$ cat src/rtl/ai_pkg.sv
package ai_pkg;
    localparam int ID_W = 10;
    localparam int PRIO_W = 8;
    localparam logic [ID_W-1:0] NONE_ID = 10'd1023;
    localparam logic [PRIO_W:0] IDLE_PRIO = 9'h100;

    typedef struct packed {
        logic            vld;
        logic [ID_W-1:0] id;
        logic            all;
    } pend_req_t;

    typedef enum logic {
        WK_IDLE,
        WK_STEP
    } walk_state_t;

    function automatic logic [PRIO_W:0] widen_prio(input logic [PRIO_W-1:0] p);
        return {1'b0, p};
    endfunction
endpackage

$ cat src/rtl/ai_link_ram.sv
module ai_link_ram
    import ai_pkg::*;
#(
    parameter int IDX_W = 6
) (
    input  logic             clk,
    input  logic             rst,
    input  logic             we,
    input  logic [IDX_W-1:0] waddr,
    input  logic [ID_W-1:0]  wdata,
    input  logic [IDX_W-1:0] ra_addr,
    output logic [ID_W-1:0]  ra_data,
    input  logic [IDX_W-1:0] rb_addr,
    output logic [ID_W-1:0]  rb_data
);
    localparam int DEPTH = 1 << IDX_W;

    logic [ID_W-1:0] mem [DEPTH];

    always_ff @(posedge clk) begin
        if (rst) begin
            for (int i = 0; i < DEPTH; i++) begin
                mem[i] <= NONE_ID;
            end
        end else if (we) begin
            mem[waddr] <= wdata;
        end
    end

    assign ra_data = mem[ra_addr];
    assign rb_data = mem[rb_addr];
endmodule

$ cat src/rtl/ai_ack_eval.sv
module ai_ack_eval
    import ai_pkg::*;
#(
    parameter int NUM_IRQ = 64
) (
    input  logic [ID_W-1:0]   hp_id,
    input  logic [PRIO_W-1:0] hp_prio,
    input  logic [PRIO_W:0]   run_prio,
    output logic              grant,
    output logic [ID_W-1:0]   result_id
);
    localparam logic [ID_W-1:0] LIMIT = ID_W'(NUM_IRQ);

    logic real_id;
    logic beats;

    always_comb begin
        real_id   = hp_id < LIMIT;
        beats     = widen_prio(hp_prio) < run_prio;
        grant     = real_id && beats;
        result_id = grant ? hp_id : NONE_ID;
    end
endmodule

$ cat src/rtl/ai_chain_walker.sv
module ai_chain_walker
    import ai_pkg::*;
#(
    parameter int IDX_W = 6
) (
    input  logic             clk,
    input  logic             rst,
    input  logic             start,
    input  logic [ID_W-1:0]  start_head,
    input  logic [ID_W-1:0]  start_tgt,
    input  logic [ID_W-1:0]  start_tgt_link,
    output logic [IDX_W-1:0] rd_idx,
    input  logic [ID_W-1:0]  rd_data,
    output logic             busy,
    output logic             wr_en,
    output logic [IDX_W-1:0] wr_idx,
    output logic [ID_W-1:0]  wr_data
);
    walk_state_t     state;
    logic [ID_W-1:0] cur;
    logic [ID_W-1:0] tgt;
    logic [ID_W-1:0] tgt_link;
    logic            hit;
    logic            end_of_chain;

    assign busy         = (state == WK_STEP);
    assign rd_idx       = cur[IDX_W-1:0];
    assign hit          = busy && (rd_data == tgt);
    assign end_of_chain = busy && (rd_data == NONE_ID);
    assign wr_en        = hit;
    assign wr_idx       = cur[IDX_W-1:0];
    assign wr_data      = tgt_link;

    always_ff @(posedge clk) begin
        if (rst) begin
            state    <= WK_IDLE;
            cur      <= NONE_ID;
            tgt      <= NONE_ID;
            tgt_link <= NONE_ID;
        end else begin
            case (state)
                WK_IDLE: begin
                    if (start) begin
                        state    <= WK_STEP;
                        cur      <= start_head;
                        tgt      <= start_tgt;
                        tgt_link <= start_tgt_link;
                    end
                end
                WK_STEP: begin
                    if (hit || end_of_chain) begin
                        state <= WK_IDLE;
                    end else begin
                        cur <= rd_data;
                    end
                end
                default: state <= WK_IDLE;
            endcase
        end
    end
endmodule

$ cat src/rtl/ai_tracker.sv
module ai_tracker
    import ai_pkg::*;
#(
    parameter int NUM_IRQ = 64
) (
    input  logic        clk,
    input  logic        rst,
    input  logic [9:0]  hp_id,
    input  logic [7:0]  hp_prio,
    input  logic        hp_all_cpus,
    input  logic        ack_req,
    output logic        ack_done,
    output logic [9:0]  ack_id,
    input  logic        eoi_req,
    input  logic [9:0]  eoi_id,
    input  logic        eoi_edge,
    input  logic        eoi_enabled,
    input  logic        eoi_level,
    input  logic        eoi_targeted,
    output logic [9:0]  resume_id,
    input  logic [7:0]  resume_prio,
    output logic [9:0]  run_id,
    output logic [8:0]  run_prio,
    output logic        busy,
    output logic        pset_vld,
    output logic [9:0]  pset_id,
    output logic        pclr_vld,
    output logic [9:0]  pclr_id,
    output logic        pclr_all
);
    localparam int IDX_W = (NUM_IRQ > 1) ? $clog2(NUM_IRQ) : 1;
    localparam logic [ID_W-1:0] LIMIT = ID_W'(NUM_IRQ);

    logic [ID_W-1:0]   run_id_q;
    logic [PRIO_W:0]   run_prio_q;
    logic              ack_done_q;
    logic [ID_W-1:0]   ack_id_q;
    pend_req_t         pset_q;
    pend_req_t         pclr_q;

    logic              walk_busy;
    logic              eoi_take;
    logic              ack_take;
    logic              eoi_real;
    logic              eoi_is_run;
    logic              repend;
    logic              walk_start;
    logic              grant;
    logic [ID_W-1:0]   ack_result;

    logic              ram_we;
    logic [IDX_W-1:0]  ram_waddr;
    logic [ID_W-1:0]   ram_wdata;
    logic [ID_W-1:0]   link_of_run;
    logic [IDX_W-1:0]  rb_addr;
    logic [ID_W-1:0]   rb_data;
    logic              wk_wr_en;
    logic [IDX_W-1:0]  wk_wr_idx;
    logic [ID_W-1:0]   wk_wr_data;
    logic [IDX_W-1:0]  wk_rd_idx;

    // Request arbitration: a walk blocks both, EOI wins a collision.
    always_comb begin
        eoi_take   = eoi_req && !walk_busy;
        ack_take   = ack_req && !walk_busy && !eoi_req;
        eoi_real   = (eoi_id < LIMIT) && (run_id_q != NONE_ID);
        eoi_is_run = (eoi_id == run_id_q);
        repend     = !eoi_edge && eoi_enabled && eoi_level && eoi_targeted;
        walk_start = eoi_take && eoi_real && !eoi_is_run;
    end

    ai_ack_eval #(
        .NUM_IRQ(NUM_IRQ)
    ) u_eval (
        .hp_id     (hp_id),
        .hp_prio   (hp_prio),
        .run_prio  (run_prio_q),
        .grant     (grant),
        .result_id (ack_result)
    );

    // Single write port: walker splice or link recorded by an acknowledge.
    always_comb begin
        if (wk_wr_en) begin
            ram_we    = 1'b1;
            ram_waddr = wk_wr_idx;
            ram_wdata = wk_wr_data;
        end else begin
            ram_we    = ack_take && grant;
            ram_waddr = hp_id[IDX_W-1:0];
            ram_wdata = run_id_q;
        end
        rb_addr = walk_busy ? wk_rd_idx : eoi_id[IDX_W-1:0];
    end

    ai_link_ram #(
        .IDX_W(IDX_W)
    ) u_links (
        .clk     (clk),
        .rst     (rst),
        .we      (ram_we),
        .waddr   (ram_waddr),
        .wdata   (ram_wdata),
        .ra_addr (run_id_q[IDX_W-1:0]),
        .ra_data (link_of_run),
        .rb_addr (rb_addr),
        .rb_data (rb_data)
    );

    ai_chain_walker #(
        .IDX_W(IDX_W)
    ) u_walk (
        .clk            (clk),
        .rst            (rst),
        .start          (walk_start),
        .start_head     (run_id_q),
        .start_tgt      (eoi_id),
        .start_tgt_link (rb_data),
        .rd_idx         (wk_rd_idx),
        .rd_data        (rb_data),
        .busy           (walk_busy),
        .wr_en          (wk_wr_en),
        .wr_idx         (wk_wr_idx),
        .wr_data        (wk_wr_data)
    );

    assign resume_id = (run_id_q == NONE_ID) ? NONE_ID : link_of_run;

    always_ff @(posedge clk) begin
        if (rst) begin
            run_id_q   <= NONE_ID;
            run_prio_q <= IDLE_PRIO;
            ack_done_q <= 1'b0;
            ack_id_q   <= NONE_ID;
            pset_q     <= '{vld: 1'b0, id: NONE_ID, all: 1'b0};
            pclr_q     <= '{vld: 1'b0, id: NONE_ID, all: 1'b0};
        end else begin
            ack_done_q <= ack_take;
            pset_q.vld <= 1'b0;
            pclr_q.vld <= 1'b0;
            if (ack_take) begin
                ack_id_q <= ack_result;
                if (grant) begin
                    run_id_q   <= hp_id;
                    run_prio_q <= widen_prio(hp_prio);
                    pclr_q     <= '{vld: 1'b1, id: hp_id, all: hp_all_cpus};
                end
            end
            if (eoi_take && eoi_real) begin
                if (repend) begin
                    pset_q <= '{vld: 1'b1, id: eoi_id, all: 1'b0};
                end
                if (eoi_is_run) begin
                    run_id_q   <= resume_id;
                    run_prio_q <= (resume_id == NONE_ID) ? IDLE_PRIO
                                                         : widen_prio(resume_prio);
                end
            end
        end
    end

    assign run_id   = run_id_q;
    assign run_prio = run_prio_q;
    assign ack_done = ack_done_q;
    assign ack_id   = ack_id_q;
    assign busy     = walk_busy;
    assign pset_vld = pset_q.vld;
    assign pset_id  = pset_q.id;
    assign pclr_vld = pclr_q.vld;
    assign pclr_id  = pclr_q.id;
    assign pclr_all = pclr_q.all;
endmodule

$ cat config.mk
export PLATFORM = sky130hd
export DESIGN_NAME = ai_tracker
export DESIGN_NICKNAME = d
export VERILOG_FILES = /design/src/rtl/ai_pkg.sv /design/src/rtl/ai_link_ram.sv /design/src/rtl/ai_ack_eval.sv /design/src/rtl/ai_chain_walker.sv /design/src/rtl/ai_tracker.sv
export SDC_FILE = /design/constraint.sdc
export NUM_CORES = 2
export LEC_CHECK = 0
export ABC_AREA = 1
export CORE_ASPECT_RATIO = 1.25
export CORE_MARGIN = 2
export CORE_UTILIZATION = 40
export DETAILED_ROUTE_END_ITERATION = 10
export PLACE_DENSITY = 0.57
export SYNTH_ARGS = -nofsm -noshare
export SYNTH_HDL_FRONTEND = slang
export SYNTH_HIERARCHICAL = 1
export SYNTH_SLANG_ARGS = --single-unit
$ cat constraint.sdc
create_clock -name clk -period 5.7 [get_ports clk]
set_input_delay 1.14 -clock clk [delete_from_list [all_inputs] [get_ports clk]]
set_output_delay 1.14 -clock clk [all_outputs]
set_load 0.02 [all_outputs]
# --- After elaboration in Yosys (flattened, before gate mapping) ---
# Memories as Yosys holds them, arrays and structs flattened. A register that Yosys moved wholly into a read port is not among the register bits.
# Index checks and enable logic that the tools add are counted.
totals:
  n_memories: 1
  out_inout_bits: 64
  ff_bits: 80
  word_cells: 85
  in_bits: 45
  ramBits: 640
mem_list:
  columns: ["memory", "depth", "word_bits", "rd", "rd_ports_with_merged_regs", "write_ports", "line_no", "rtl"]
  rows:
  - ["u_links.mem", 64, 10, 2, 1, 64, "ai_link_ram.sv:18", "logic [ID_W-1:0] mem [DEPTH];"]
op_classes:
  bitwise_logic: 3
  n_lt_le_gt_ge: 3
  n_eq_ne: 8
  n_mux: 32
  reduce_logical: 25
ops:
  columns: ["cell", "count"]
  rows:
  - ["$mux 10", 8]
  - ["$mux 9", 5]
  - ["$mux 6", 6]
  - ["$eq 10x10->1 const B", 3]
  - ["$mux 12", 2]
  - ["$eq 10x10->1", 2]
  - ["$lt 10x7->1 const B", 2]
  - ["$logic_and 1x1->1", 13]
  - ["$pmux 6 s2", 1]
  - ["$ne 10x10->1 const B", 1]
  - ["$reduce_or 10->1", 1]
  - ["$lt 8x9->1", 1]
  - ["$mux 1", 9]
  - ["$reduce_and 2->1", 4]
  - ["$logic_not 1->1", 4]
  - ["$reduce_or 2->1", 2]
  - ["$not 1->1", 3]
  - ["$ne 2x1->1 const B", 1]
  - ["$ne 2x2->1 const B", 1]
  - ["$pmux 1 s2", 1]
  - ["$logic_or 1x1->1", 1]

# --- Logic depth before layout (Yosys ltp) ---
logic_depth:
  word_depth: 10
  mapped_depth: 35
  depth_no_buf: 30

# --- Hierarchy ---
# The synthesis kept the hierarchy.
by_module_without_submodules:
  columns: ["module", "seq_area_each_um2", "n_inst", "cells_per_inst", "area_per_inst_um2"]
  rows:
  - ["ai_link_ram", 19218.4, 1, 4550, 36422.4]
  - ["ai_tracker", 1061.0, 1, 419, 2792.7]
  - ["ai_chain_walker", 540.5, 1, 196, 1332.5]
  - ["ai_ack_eval", 0.0, 1, 57, 370.4]

# --- Worst setup path after synthesis ---
# No wires, ideal clock.
synth_timing:
  path_type: "input to register"
  start: "input port eoi_id[0]"
  end: "memory u_links.mem[18][0] (enable)"
  path_slack_ps: 333
  t_arrival_ps: 4976
  cell_stages: 32
  t_required_ps: 5309
  n_path_buf: 6
  setup_ps: 391
  cell_sequence: "inv_1 o21ai_0 buf_4 buf_4 buf_2 nand2_1 nand3_1 nand3_1 nand2_1 nand2_1 nand3_1 nand3_1 nand2_1 inv_2 nand2_1 nand2_1 inv_1 nand2_1 nor2_2 nand3_2 nor2_1 clkbuf_1 clkbuf_1 nand2_1 nand2_1 inv_1 nor3_1 inv_1 nor2_1 inv_2 clkbuf_8 o21ai_0"
synth_rtl:
  columns: ["element", "line_no", "rtl"]
  rows:
  - ["from (decl)", "ai_tracker.sv:15", "input logic [9:0] eoi_id,"]
  - ["to (decl)", "ai_link_ram.sv:18", null]

==> qor.csv <==
metric,value,unit
WL final,162,mm
chip width,290,um
drt wl/cell,23.8,um
row count,131,
CTS tree,yes,
core region area,102000,um^2
"Period Utilization, post-route",95.9,%
first-pass GRT wire length,237,mm
Worst setup EP type,register,
grt ovf,0,
H-tree depth,3,
CP max FO,28,
Required @ worst endpoint,6060,ps
Setup-failing EPs final,0,
CP max stage cell,clkdlybuf4s50_1,
Max Clk Rate,0.183,GHz
adder-cell share of the synthesized area,0.214,%
"Power, Total",0.0122,W
"commonest cells after routing, fill and taps aside","2530 x nand2_1, 1124 x nand3_1, 640 x edfxtp_1",
starting density of the core,40.2,%
startpoint types,input port,
die area,105000,um^2
"Core Util, Final",47.6,%
hold_buf cts,0,
Overall Global Routing Usage,30.2,%
post-route cell area,48500,um^2
Synth warnings,6,
Synth top area share,47.0,%
clock sink count,720,
syn nets,5274,
IO Port Bufs,108,
most common cell type on the critical path,nand2_1,
Post-Layout Cell Count,6801,
vias per cell,5.60,
Worst-Margin Slew,857,ps
post-synth top area cell,edfxtp_1,
largest family of logic cells by synthesized area,simple AND/OR/NAND/NOR gates,
power per cell area,252,nW/um^2
area grow syn2layout,18.5,%
clk_skew,27.5,ps
GPL Wtd Cong,1.02,
Ports,109,
Synth Area in XOR/XNOR,0.0428,%
starting DRC count in detailed routing,4570,
Synth Area in Compound Gates,1.95,%
"commonest non-fill, non-tap cell in the layout",nand2_1,
CTS Buffer Depth,3,
clock slew at reported path FFs,60,ps
Synth area leaders,"edfxtp_1 47%, nand2_1 23%, nand3_1 14%, dfxtp_1 3.9%, buf_2 1.8%",
"Data arrival, critical path",5830,ps
mux contribution to synthesized area,0,%
worst-skew pair later-pin latency,660,ps
antenna violations before repair,1,
Max VDD drop,205,uV
Leak,19.5,nW
Mapped Area,40900,um^2
height of the die,362,um
DRC violations left,0,
TritonCTS Buffers,79,
Root Buffer,clkbuf_16,
vias in the first global route,35901,
share of cells above drive strength 1,12.4,%
Routed Antenna Nets,0,
CP peak stage delay,550,ps
post-synth cell types,36,
Worst Hold Class,reg -> reg,
Hold Fails Final Rpt,0,
Avg Synthesized Cell Area,7.84,um^2
sequential area share after synthesis,50.9,%
Post-Place Worst Slack,-840,ps
TritonRoute pass-1 iters,6,
via count,38065,
Final Slew Violations,0,
largest net degree at the start of global routing,121,
min Tclk post-route,5470,ps
nets,5459,
Final WS setup,232,ps
Max-Cap Viols,0,
Setup CP Type,in -> reg,
Post-Synth Simple-Gate Area,40.4,%
Syn Inst Count,5222,
synthesis-stage register bit count,720,
dpl cells,6652,
hpwl dp,109,mm
status,completed,
relative slew slack,42.8,%
placed cell areas,45800,um^2
==> metal layers <==
metal | vias to the layer above | global-route usage (%) | share of wire, %
met5 | - | 0 | 0
met4 | 0 | 15.8 | 5.6
met2 | 1948 | 49.9 | 47
li1 | 17641 | - | -
met1 | 18063 | 38.6 | 39
met3 | 413 | 4.28 | 8.2
==> report_power, final <==
group	internal, W	switching, W	leakage (nW)	total [W]
clock network	0.00289	0.00225	1.23	0.00514
logic	0.000443	0.000904	13.3	0.00135
registers	0.00572	0.00000827	4.99	0.00573
total	0.00906	0.00316	19.5	0.0122
==> worst paths after layout <==
check | end | slack [ps] | cells past startpoint | startpoint
max | u_links/mem[58][6] | 230 | 32 | eoi_id[0]
min | pset_id[8] | 450 | 2 | pset_id[8]
max reg2reg | u_links/mem[58][6] | 660 | 31 | u_walk/busy
min reg2reg | pset_id[8] | 450 | 2 | pset_id[8]
==> sequential cells by signal, indices dropped and copies added (netlist names), 6 cells and up <==
register        count
pclr_id            10
pset_id            10
u_walk/wr_data     10
u_links/mem       640
u_walk/cur          6
run_prio            9
run_id             10
u_walk/tgt         10
ack_id             10
==> worst max-delay path, delay by kind of cell <==
family	cells	cell delay (ps)
AND/OR/NAND/NOR	17	1820
AO/OA/AOI/OAI	2	480
buffers and inverters	13	2330
==> timing repair <==
| action | 4_1_cts | 5_1_grt |
|---|---|---|
| cloned | 0 | 3 |
| resized for setup | 3 | 22 |
| setup buffers | 0 | 1 |
| pin swaps | 0 | 0 |
| setup endpoints to repair | 20 | 1194 |
==> cell usage after synthesis (all sizes together) <==
library cell	n
o21ai	93
clkbuf	133
nand4	14
o21bai	8
or2	2
ha	7
buf	256
edfxtp	640
inv	147
nor3	17
o31ai	1
clkinv	5
a21oi	12
xor2	2
o22ai	1
nor2	104
bufinv	2
nand2	2541
dfxtp	80
nand3	1137
o211ai	20
==> cells by family (layout without fill, tap and decap cells) <==
kind of cell,Yosys count,after routing
and+or+nand+nor,3815,3815
adders and majority gates,7,7
other,0,1
buffers and inverters,543,791
xor gates and xnor gates,2,2
DFF,720,720
AOI/OAI and AO/OA,135,135
==> stage by stage <==
| stage | hold slack (ps) | setup TNS, ps |
|---|---|---|
| 2_1_floorplan | 429 | 0 |
| 3_3_place_gp | 430 | -578030 |
| 3_5_place_dp | 431 | -566020 |
| 4_1_cts | 447 | 0 |
| 5_1_grt | 477 | -38.2 |
| 6_report | 446 | 0 |
==> cell type report <==
class,count,area [um^2]
flip-flops and latches,720,20800
well taps,1330,1660
inverters,154,658
clock inverters,51,460
fillers,9799,53300
repair buffers,493,5280
diodes,1,2.50
multi-input cells,3959,17500
clock buffers,93,2070
Power figures use the tool's default switching activity.
